### config.mk
export PLATFORM = sky130hd
export DESIGN_NAME = trace_aerr_unit
export DESIGN_NICKNAME = d
export VERILOG_FILES = /design/src/rtl/taerr_pkg.sv /design/src/rtl/taerr_addr_check.sv /design/src/rtl/taerr_arbiter.sv /design/src/rtl/taerr_sr_reg.sv /design/src/rtl/trace_aerr_unit.sv
export SDC_FILE = /design/constraint.sdc
export NUM_CORES = 1
export LEC_CHECK = 0
export BUFFER_PORTS_ARGS = -buffer_cell sky130_fd_sc_hd__buf_4
export CAP_MARGIN = 5
export CELL_PAD_IN_SITES_DETAIL_PLACEMENT = 1
export CELL_PAD_IN_SITES_GLOBAL_PLACEMENT = 1
export CORE_MARGIN = 2
export CORE_UTILIZATION = 23
export CTS_CLUSTER_SIZE = 20
export DETAILED_ROUTE_END_ITERATION = 12
export GPL_TIMING_DRIVEN = 0
export PLACE_DENSITY = 0.71
export SYNTH_ARGS = -nofsm -noshare
export SYNTH_HDL_FRONTEND = slang
export SYNTH_HIERARCHICAL = 1
export SYNTH_SLANG_ARGS = --single-unit
### constraint.sdc
create_clock -name clk -period 1 [get_ports clk]
set_input_delay 0 -clock clk [delete_from_list [all_inputs] [get_ports clk]]
set_output_delay 0 -clock clk [all_outputs]
set_load 0.02 [all_outputs]
### src/rtl/taerr_pkg.sv
package taerr_pkg;
    localparam int ADDR_W = 16;
    localparam int MASK_W = 3;
    localparam int SR_W   = MASK_W + 1;

    typedef enum logic [1:0] {
        CAUSE_NONE  = 2'b00,
        CAUSE_TRACE = 2'b01,
        CAUSE_AERR  = 2'b10
    } cause_e;

    typedef struct packed {
        logic              trace;
        logic [MASK_W-1:0] mask;
    } sr_t;

    localparam sr_t SR_RESET = {1'b0, {MASK_W{1'b1}}};

    function automatic logic in_window(input logic [ADDR_W-1:0] a,
                                       input logic [ADDR_W-1:0] lo,
                                       input logic [ADDR_W-1:0] hi);
        return (a >= lo) && (a <= hi);
    endfunction
endpackage

### src/rtl/taerr_addr_check.sv
module taerr_addr_check
    import taerr_pkg::*;
#(
    parameter logic [ADDR_W-1:0] WIN_LO = 16'hFB80,
    parameter logic [ADDR_W-1:0] WIN_HI = 16'hFF7F
) (
    input  logic              clk,
    input  logic              rst,
    input  logic              acc_valid,
    input  logic [ADDR_W-1:0] acc_addr,
    input  logic              single_chip,
    input  logic              ram_en,
    input  logic              instr_done,
    output logic              fault_seen
);
    logic fault_now;
    logic pend_q;

    always_comb begin
        fault_now  = acc_valid && single_chip && !ram_en &&
                     in_window(acc_addr, WIN_LO, WIN_HI);
        fault_seen = pend_q || fault_now;
    end

    always_ff @(posedge clk) begin
        if (rst || instr_done) pend_q <= 1'b0;
        else if (fault_now)    pend_q <= 1'b1;
    end

    // A completing instruction always consumes the pending fault
    assert_pend_consumed_R1: assert property (@(posedge clk) disable iff (rst)
        instr_done |=> !pend_q);

    // Expanded mode never records a fault
    assert_no_fault_expanded_R2: assert property (@(posedge clk) disable iff (rst)
        (!single_chip && !pend_q) |=> !pend_q);
endmodule

### src/rtl/taerr_arbiter.sv
module taerr_arbiter
    import taerr_pkg::*;
(
    input  logic   clk,
    input  logic   rst,
    input  logic   instr_done,
    input  logic   fault_seen,
    input  sr_t    live,
    output logic   req,
    output cause_e cause,
    output sr_t    stacked
);
    logic   req_d;
    cause_e cause_d;
    sr_t    stacked_d;

    always_comb begin
        req_d     = 1'b0;
        cause_d   = CAUSE_NONE;
        stacked_d = stacked;
        if (instr_done) begin
            if (fault_seen) begin
                req_d     = 1'b1;
                cause_d   = CAUSE_AERR;
                stacked_d = live;
            end else if (live.trace) begin
                req_d     = 1'b1;
                cause_d   = CAUSE_TRACE;
                stacked_d = '{trace: 1'b1, mask: live.mask};
            end
        end
    end

    always_ff @(posedge clk) begin
        if (rst) begin
            req     <= 1'b0;
            cause   <= CAUSE_NONE;
            stacked <= SR_RESET;
        end else begin
            req     <= req_d;
            cause   <= cause_d;
            stacked <= stacked_d;
        end
    end

    assert_cause_idle_R4: assert property (@(posedge clk) disable iff (rst)
        !req |-> (cause == CAUSE_NONE));
    assert_cause_legal_R4: assert property (@(posedge clk) disable iff (rst)
        req |-> (cause == CAUSE_TRACE || cause == CAUSE_AERR));
    assert_single_pulse_R4: assert property (@(posedge clk) disable iff (rst)
        req |=> !req);
    assert_aerr_wins_R9: assert property (@(posedge clk) disable iff (rst)
        (instr_done && fault_seen) |=> (req && cause == CAUSE_AERR));
    assert_trace_stacked_R7: assert property (@(posedge clk) disable iff (rst)
        (req && cause == CAUSE_TRACE) |-> (stacked.trace && stacked.mask == live.mask));
    assert_trace_raised_R3: assert property (@(posedge clk) disable iff (rst)
        (instr_done && live.trace) |=> req);
endmodule

### src/rtl/taerr_sr_reg.sv
module taerr_sr_reg
    import taerr_pkg::*;
(
    input  logic clk,
    input  logic rst,
    input  logic entry,
    input  logic rte_valid,
    input  sr_t  rte_sr,
    output sr_t  live
);
    always_ff @(posedge clk) begin
        if (rst)            live <= SR_RESET;
        else if (entry)     live.trace <= 1'b0;
        else if (rte_valid) live <= rte_sr;
    end

    assert_entry_clears_R5: assert property (@(posedge clk) disable iff (rst)
        entry |=> !live.trace);
    assert_mask_kept_R6: assert property (@(posedge clk) disable iff (rst)
        entry |=> $stable(live.mask));
    assert_rte_loads_R8: assert property (@(posedge clk) disable iff (rst)
        (rte_valid && !entry) |=> (live == $past(rte_sr)));
    assert_reset_state_R10: assert property (@(posedge clk)
        rst |=> (live == SR_RESET));
endmodule

### src/rtl/trace_aerr_unit.sv
module trace_aerr_unit
    import taerr_pkg::*;
#(
    parameter logic [ADDR_W-1:0] WIN_LO = 16'hFB80,
    parameter logic [ADDR_W-1:0] WIN_HI = 16'hFF7F
) (
    input  logic              clk,
    input  logic              rst,
    input  logic              instr_done,
    input  logic              acc_valid,
    input  logic [ADDR_W-1:0] acc_addr,
    input  logic              single_chip,
    input  logic              ram_en,
    input  logic              rte_valid,
    input  logic [SR_W-1:0]   rte_sr,
    output logic              exc_req,
    output logic [1:0]        exc_cause,
    output logic [SR_W-1:0]   stacked_sr,
    output logic [SR_W-1:0]   live_sr
);
    logic   fault_seen;
    sr_t    live;
    sr_t    stacked;
    cause_e cause;

    taerr_addr_check #(.WIN_LO(WIN_LO), .WIN_HI(WIN_HI)) u_check (
        .clk         (clk),
        .rst         (rst),
        .acc_valid   (acc_valid),
        .acc_addr    (acc_addr),
        .single_chip (single_chip),
        .ram_en      (ram_en),
        .instr_done  (instr_done),
        .fault_seen  (fault_seen)
    );

    taerr_arbiter u_arb (
        .clk        (clk),
        .rst        (rst),
        .instr_done (instr_done),
        .fault_seen (fault_seen),
        .live       (live),
        .req        (exc_req),
        .cause      (cause),
        .stacked    (stacked)
    );

    taerr_sr_reg u_sr (
        .clk       (clk),
        .rst       (rst),
        .entry     (exc_req),
        .rte_valid (rte_valid),
        .rte_sr    (sr_t'(rte_sr)),
        .live      (live)
    );

    assign exc_cause  = cause;
    assign stacked_sr = stacked;
    assign live_sr    = live;

    assert_req_after_done_R4: assert property (@(posedge clk) disable iff (rst)
        exc_req |-> $past(instr_done));
endmodule

==> Flow_metrics.wiki, run 1 <==
{| class="wikitable"
! Metric !! Value
|-
| Run status || complete, but fails checks
|-
| Violated checks || setup timing
|-
| Hold WS || 0.01429 ns
|-
| Endpoint of the lowest-slack register-to-register path || u_arb/stacked[1]
|-
| Number of antenna violations at the first check in global routing || 0
|-
| Detailed-router iteration count before antenna repair || 2
|-
| Worst R2R Path Depth || 4
|-
| Number of rows created at floorplan || 16
|-
| Number of buffer and inverter instances along the worst setup path || 0
|-
| Final hold violation count || 0
|-
| Clock buffers created by TritonCTS || 3
|-
| DRC violation total after the first TritonRoute iteration || 1
|-
| Cell at the root of the clock tree || sky130_fd_sc_hd__clkbuf_4
|-
| Period minus WS final || between 1 and 1.5 ns
|-
| Level count of the clock H-tree || 1
|-
| Sequential fraction of the synthesis area || between 40% and 50%
|-
| Die width || between 50 and 60 um
|-
| Starting density of the core || 25.06%
|-
| Count of nets after finishing || between 100 and 150
|-
| N_diodes || 0
|-
| Layer carrying the most global-route usage || met2
|-
| Maximum number of buffers from clock root to sink || 2
|-
| Number of nets produced by synthesis || between 70 and 80
|-
| Relative slew slack || 82.73%
|-
| Count of filler cells inserted in the layout || around 240
|-
| Type of destination of the critical path || register
|-
| Maximum capacitance violations || 0
|-
| Pwr Total || 0.9708 mW
|-
| Final weighted congestion in routability-driven placement || between 0.6 and 0.7
|-
| Hold path depth || 3
|-
| Area share of the largest cell type after synthesis || between 40 and 50%
|-
| Commonest non-fill, non-tap cells in the layout || sky130_fd_sc_hd__buf_4 (32), sky130_fd_sc_hd__nor2_1 (14), sky130_fd_sc_hd__dfxtp_1 (11)
|-
| Hold/Removal Path Class || primary input to register
|-
| Kind of critical path || register to register
|-
| Largest net degree at the start of global routing || 11
|-
| Full die area || roughly 2600 sq um
|-
| Routed wire length per instance || approximately 12 um
|-
| Worst r2r src || u_check/pend_q
|-
| Setup repair after global routing missed its margin || true
|-
| Commonest non-fill, non-tap cell in the layout || sky130_fd_sc_hd__buf_4
|-
| Max-slew violations || 0
|-
| Kind of start point of the critical path || register
|-
| Number of setup violations in the final report || 5
|-
| Die Y || approximately 50 um
|-
| R2r setup slk || -0.1 ns
|-
| Number of clock sinks || 12
|-
| Yosys Warn Count || 6
|-
| Transition time at the pin with the least slew margin || between 0.2 and 0.3 ns
|-
| Global-route wire length before repair || 2.387 mm
|-
| Setup TNS after final layout || -0.2678 ns
|-
| Delay contributed by the slowest stage of the critical path || between 0.3 and 0.4 ns
|-
| Count of vias placed by the detailed router || slightly below 500
|-
| Critical Path Start || u_check/pend_q
|-
| Fmax || approximately 0.91 GHz
|-
| Synthesized area divided by synthesized cell count || a little over 10 sq um
|-
| End point of the worst hold path || u_sr/live[2]
|-
| Area leader, netlist || sky130_fd_sc_hd__dfxtp_1
|-
| Cells after synthesis || 50
|-
| Fraction of layout instances using a drive strength above 1 || between 50% and 60%
|-
| GR Layer Usage met3 || 2.047%
|-
| Worst slack at placement || -0.1802 ns
|-
| Boundary Pins || 38
|-
| Reported leakage power || 0.4123 nW
|-
| Standard cell with the maximum stage delay on the critical path || sky130_fd_sc_hd__dfxtp_2
|-
| Global-route usage over all layers || between 10 and 15%
|-
| Number of port buffers || 30
|-
| Number of global-route vias before repair || between 500 and 600
|-
| Worst-Skew Late Latency || about 0.26 ns
|-
| Worst endpoint data arrival time || 1.29 ns
|-
| Setup WS post-layout || -0.09571 ns
|-
| GR Util met1 || 13.72%
|-
| Detail Route Antenna Nets || 0
|-
| Via density per instance || ~4.3
|-
| Post-route clock period utilization || 109.6%
|-
| Peak fanout along the critical path || 5
|-
| DRC || 0
|-
| Worst vdd ir || around 0.41 mV
|-
| Gate family responsible for the most delay along the worst path || compound AO/OA/AOI/OAI gates
|-
| DP HPWL || ~1.1 mm
|-
| Clock slew seen by the registers of the worst setup and hold paths || 0.07 ns
|-
| Area growth, synth to finish || 67.90%
|-
| Unique cell type count in the Yosys netlist || 20
|-
| Start point of the worst min-delay path || rte_sr[2]
|-
| Post-synthesis register bit count || 12
|-
| Max Clock Skew || 0.003249 ns
|-
| Required time at the worst-slack endpoint || approximately 1.2 ns
|-
| M2 GR Usage || between 20% and 30%
|-
| Cell breakdown of the critical path || o21bai_4, o21a_4, o21ai_4, mux2i_1
|-
| Final routed wirelength across all metal layers || 1.332 mm
|-
| Clock tree from TritonCTS || yes
|-
| Netlist area before placement || between 500 and 600 sq um
|-
| Area contributors post-synth || sky130_fd_sc_hd__dfxtp_1 (47%), sky130_fd_sc_hd__mux2i_1 (14%), sky130_fd_sc_hd__nor2_1 (10%)
|-
| Total congestion overflow || 0
|-
| Core Area || just over 2000 sq um
|-
| Power Density || about 1100 nW/um^2
|}
## kinds of logic (layout without fill, tap and decap cells)
family / Yosys count / in the layout / synth area share, %
and+or+nand+nor: 23 / 23 / 24.44
DFF: 12 / 12 / 47.41
muxes: 7 / 7 / 13.83
AOI/OAI and AO/OA: 6 / 6 / 10.37
xor gates and xnor gates: 1 / 1 / 1.729
buffers and inverters: 1 / 38 / 2.222
## sequential cells by signal (all words and copies together) (netlist names)
name and cells:
u_arb/stacked 4, u_sr/live 4, u_arb/cause 2, u_arb/req 1, u_check/pend_q 1
## per-layer routing
metal | up-vias | routed length [um]
met5 | - | 0
met4 | 0 | 27
met3 | 2 | 66
met2 | 14 | 670
met1 | 224 | 567
li1 | 248 | -
## final cells by class
class / instances / area (sq um) / share of cell area [%]
plain buffers: 1 / 11.26 / 1.324
well taps: 27 / 33.78 / 3.971
repair buffers: 34 / 260.3 / 30.59
clock buffers: 3 / 22.52 / 2.647
multi-input cells: 37 / 281.5 / 33.09
flip-flops and latches: 12 / 241.5 / 28.38
## power by group
group	internal, mW	leakage, nW	switching [mW]
clock network	0.139	0.0138	0.142
logic	0.106	0.300	0.0754
registers	0.494	0.0984	0.0151
total	0.739	0.412	0.232
## what timing repair did
action,in CTS,in global routing
resized for setup,4,1
pin swaps,1,2
hold buffers,2,0
setup endpoints to repair,6,6
setup buffers,1,1
endpoints found under the hold margin,2,0
## worst min-delay path: stages
cell	delay, ns
sky130_fd_sc_hd__buf_4	0.08
sky130_fd_sc_hd__nor2_1	0.03
sky130_fd_sc_hd__mux2i_1	0.12
## synth_stat cells, drive strengths merged
| master | instances |
|---|---|
| a21oi | 1 |
| nand2 | 1 |
| buf | 1 |
| o21bai | 1 |
| mux2i | 7 |
| nand3 | 1 |
| xnor2 | 1 |
| a21bo | 1 |
| and4bb | 1 |
| nand4 | 1 |
| nor3 | 1 |
| nor2b | 1 |
| o21ai | 1 |
| o21a | 1 |
| dfxtp | 12 |
| nand4b | 1 |
| and3b | 1 |
| nor3b | 1 |
| o211a | 1 |
| nor2 | 14 |
## metrics by stage
step	instances	util, %	instance area, sq um
2_1_floorplan	50	-	514.2
3_3_place_gp	107	38.24	773.2
3_5_place_dp	107	38.24	773.2
4_1_cts	113	41.52	839.6
5_1_grt	114	42.08	850.8
6_report	114	42.08	850.8
## worst max-delay path by stage
stage | slack, ns | to | cells past startpoint
after CTS | -0.12 | u_arb/stacked[1] | 4
after global placement | -0.13 | u_arb/stacked[1] | 4
after detailed placement | -0.18 | u_arb/stacked[1] | 4
after global routing | -0.17 | u_arb/stacked[2] | 4
after floorplan | -0.05 | u_arb/stacked[0] | 4
final | -0.1 | u_arb/stacked[1] | 4
Power figures use the tool's default switching activity.
==> inputs of run 2 (changes only) <==
CORE_UTILIZATION = 25   (was 23)
CTS_BUF_LIST = sky130_fd_sc_hd__clkbuf_8   (was unset)
PLACE_DENSITY = 0.76   (was 0.71)
==> run 2 against run 1 <==
Net effect:
- worst setup slack better by 0.016 ns
- power up 16%
- final cell count down 2.6%
- clock skew about the same
- die area down 7.4%
- sequential share of layout area up 0.30 points
- first-iteration DRC count down 100%
- critical path depth unchanged
- sequential power about the same
- non-clock buffer count down 3
- the run still ends with setup timing left
- register-to-register slack better by 0.02 ns
- clock power up 58%
==> Flow_metrics.wiki, run 2 (synthesis results as in run 1) <==
{| class="wikitable"
! Metric !! Value
|-
| Power Density || 1342 nW/um^2 (was 1141 nW/um^2)
|-
| Pwr Total || 1.130 mW (was 0.9708 mW)
|-
| Final weighted congestion in routability-driven placement || 0.6659 (was 0.6700)
|-
| Count of filler cells inserted in the layout || 239 (was 241)
|-
| Starting density of the core || 26.10% (was 25.06%)
|-
| Type of destination of the critical path || register (unchanged)
|-
| Global-route wire length before repair || 2.401 mm (was 2.387 mm)
|-
| Relative slew slack || 80.97% (was 82.73%)
|-
| Die Y || 49.02 um (was 50.94 um)
|-
| Clock buffers created by TritonCTS || 3 (unchanged)
|-
| Run status || complete, but fails checks (unchanged)
|-
| Final non-filler cell area || 842.1 sq um (was 850.8 sq um)
|-
| Worst-Skew Late Latency || 0.24 ns (was 0.26 ns)
|-
| Reg area || 241.5 sq um (unchanged)
|-
| Cell at the root of the clock tree || sky130_fd_sc_hd__clkbuf_8 (was sky130_fd_sc_hd__clkbuf_4)
|-
| Number of global-route vias before repair || 538 (was 545)
|-
| Number of setup violations in the final report || 6 (was 5)
|-
| Clock tree from TritonCTS || yes (unchanged)
|-
| Final hold violation count || 0 (unchanged)
|-
| Maximum capacitance violations || 0 (unchanged)
|-
| Delay contributed by the slowest stage of the critical path || 0.33 ns (about the same)
|-
| Met2 Wirelength || 685 um (was 670 um)
|-
| Clock slew seen by the registers of the worst setup and hold paths || 0.05 ns (was 0.07 ns)
|-
| Top routing layer in use || met4 (unchanged)
|-
| Kind of critical path || register to register (unchanged)
|-
| Via density per instance || 4.423 (was 4.281)
|-
| Post-layout util || 43.36% (was 42.08%)
|-
| Max-slew violations || 0 (unchanged)
|-
| Detail Route Antenna Nets || 0 (unchanged)
|-
| Worst vdd ir || 0.9264 mV (was 0.4101 mV)
|-
| Full die area || 2403 sq um (was 2595 sq um)
|-
| Count of vias placed by the detailed router || 491 (was 488)
|-
| Fraction of layout instances using a drive strength above 1 || 51.19% (was 50.57%)
|-
| Routed wire length per instance || 12.48 um (was 11.68 um)
|-
| Commonest non-fill, non-tap cell in the layout || sky130_fd_sc_hd__buf_4 (unchanged)
|-
| Cell breakdown of the critical path || o21bai_4, o21a_4, buf_4, and4bb_2 (was o21bai_4, o21a_4, o21ai_4, mux2i_1)
|-
| DRC || 0 (unchanged)
|-
| Transition time at the pin with the least slew margin || 0.2834 ns (was 0.2587 ns)
|-
| Core Area || 1942 sq um (was 2022 sq um)
|-
| Post-route clock period utilization || 108.0% (was 109.6%)
|-
| Post-Place Cells || 107 (unchanged)
|-
| Max Clock Skew || 0.003267 ns (was 0.003249 ns)
|-
| Required time at the worst-slack endpoint || 1.19 ns (was 1.20 ns)
|-
| Registers with the highest flip-flop counts || u_arb/stacked (4), u_sr/live (4), u_arb/cause (2) (unchanged)
|-
| Number of antenna violations at the first check in global routing || 0 (unchanged)
|-
| Die width || 49.02 um (was 50.94 um)
|-
| Largest net degree at the start of global routing || 11 (unchanged)
|-
| DRC violation total after the first TritonRoute iteration || 0 (was 1)
|-
| Cell Area, Placed || 773.2 sq um (unchanged)
|-
| Number of clock sinks || 12 (unchanged)
|-
| Detailed-router iteration count before antenna repair || 1 (was 2)
|-
| Hold WS || 0.005256 ns (was 0.01429 ns)
|-
| Standard cell with the maximum stage delay on the critical path || sky130_fd_sc_hd__dfxtp_2 (unchanged)
|-
| Global-route usage over all layers || 13.56% (was 12.52%)
|-
| Setup TNS after final layout || -0.3633 ns (was -0.2678 ns)
|-
| Fmax || 0.9259 GHz (was 0.9127 GHz)
|-
| Number of standard cells in the layout, taps in and fillers out || 111 (was 114)
|-
| Hold/Removal Path Class || primary input to register (unchanged)
|-
| Level count of the clock H-tree || 1 (unchanged)
|-
| Number of buffers inserted by hold repair at cts || 0 (was 2)
|-
| Maximum number of buffers from clock root to sink || 2 (unchanged)
|-
| Violated checks || setup timing (unchanged)
|-
| Commonest non-fill, non-tap cells in the layout || sky130_fd_sc_hd__buf_4 (31), sky130_fd_sc_hd__nor2_1 (14), sky130_fd_sc_hd__dfxtp_1 (11) (was sky130_fd_sc_hd__buf_4 (32), sky130_fd_sc_hd__nor2_1 (14), sky130_fd_sc_hd__dfxtp_1 (11))
|-
| Peak fanout along the critical path || 4 (was 5)
|-
| Worst slack at placement || -0.1568 ns (was -0.1802 ns)
|-
| Total congestion overflow || 0 (unchanged)
|-
| Worst endpoint data arrival time || 1.27 ns (was 1.29 ns)
|-
| Kind of start point of the critical path || register (unchanged)
|-
| Boundary Pins || 38 (unchanged)
|-
| Routed wire length on met3 || 172 um (was 66 um)
|-
| Period minus WS final || 1.080 ns (was 1.096 ns)
|-
| Detailed-routing wirelength on met1 || 517 um (was 567 um)
|-
| DP HPWL || 982.9 um (was 1.069 mm)
|-
| Final routed wirelength across all metal layers || 1.385 mm (was 1.332 mm)
|-
| Number of rows created at floorplan || 16 (unchanged)
|-
| Count of nets after finishing || 113 (was 116)
|-
| N_diodes || 0 (unchanged)
|-
| Area growth, synth to finish || 66.17% (was 67.90%)
|-
| Setup WS post-layout || -0.08002 ns (was -0.09571 ns)
|-
| Reported leakage power || 0.4063 nW (was 0.4123 nW)
|-
| Setup repair after global routing missed its margin || true (unchanged)
|-
| Number of port buffers || 30 (unchanged)
|-
| Multi-input combinational cell area || 281.5 sq um (unchanged)
|}
-- run 2: cell types whose count changed in the layout (fill, tap and decap cells not counted) --
cell                            previous run  this run
sky130_fd_sc_hd__buf_4                    32        31
sky130_fd_sc_hd__clkbuf_8                  0         3
sky130_fd_sc_hd__dlygate4sd3_1             2         0
sky130_fd_sc_hd__clkbuf_4                  3         0
-- run 2: cell type report --
| cell class | count | share of cell area [%] |
|---|---|---|
| plain buffers | 1 | 1.337 |
| clock buffers | 3 | 4.903 |
| multi-input cells | 37 | 33.43 |
| flip-flops and latches | 12 | 28.68 |
| well taps | 27 | 4.012 |
| repair buffers | 31 | 27.64 |
-- run 2: worst paths after layout --
| kind | cells past startpoint | to | start | slack [ns] |
|---|---|---|---|---|
| worst min-delay path | 2 | u_sr/live[3] | rst | 0.005 |
| worst min register to register | 1 | u_check/pend_q | u_check/pend_q | 0.52 |
| worst max register to register | 4 | u_arb/cause[0] | u_check/pend_q | -0.08 |
| worst max-delay path | 4 | u_arb/cause[0] | u_check/pend_q | -0.08 |
-- run 2: per-layer routing --
layer	up-vias	track usage, %
li1	242	-
met1	219	12.76
met2	28	23.52
met3	2	8.282
met4	0	5.714
met5	-	0
-- run 2: power by group --
| part | leakage [nW] | switching, mW | total (mW) | internal, mW |
|---|---|---|---|---|
| sequential | 0.0984 | 0.0157 | 0.511 | 0.495 |
| combinational | 0.286 | 0.0744 | 0.175 | 0.100 |
| clock | 0.0216 | 0.179 | 0.445 | 0.266 |
| total | 0.406 | 0.269 | 1.13 | 0.861 |
-- run 2: worst max-delay path, delay by kind of cell (launching register included) --
kind	cells	cell delay [ns]
AOI/OAI and AO/OA	2	0.31
buffers and inverters	1	0.13
DFF	1	0.33
and+or+nand+nor	1	0.26
-- run 2: what timing repair did --
item,CTS,global route
endpoints found under the setup margin,6,6
gates resized for setup,5,0
setup buffers,1,0
gates cloned,0,0
pin swaps,1,1
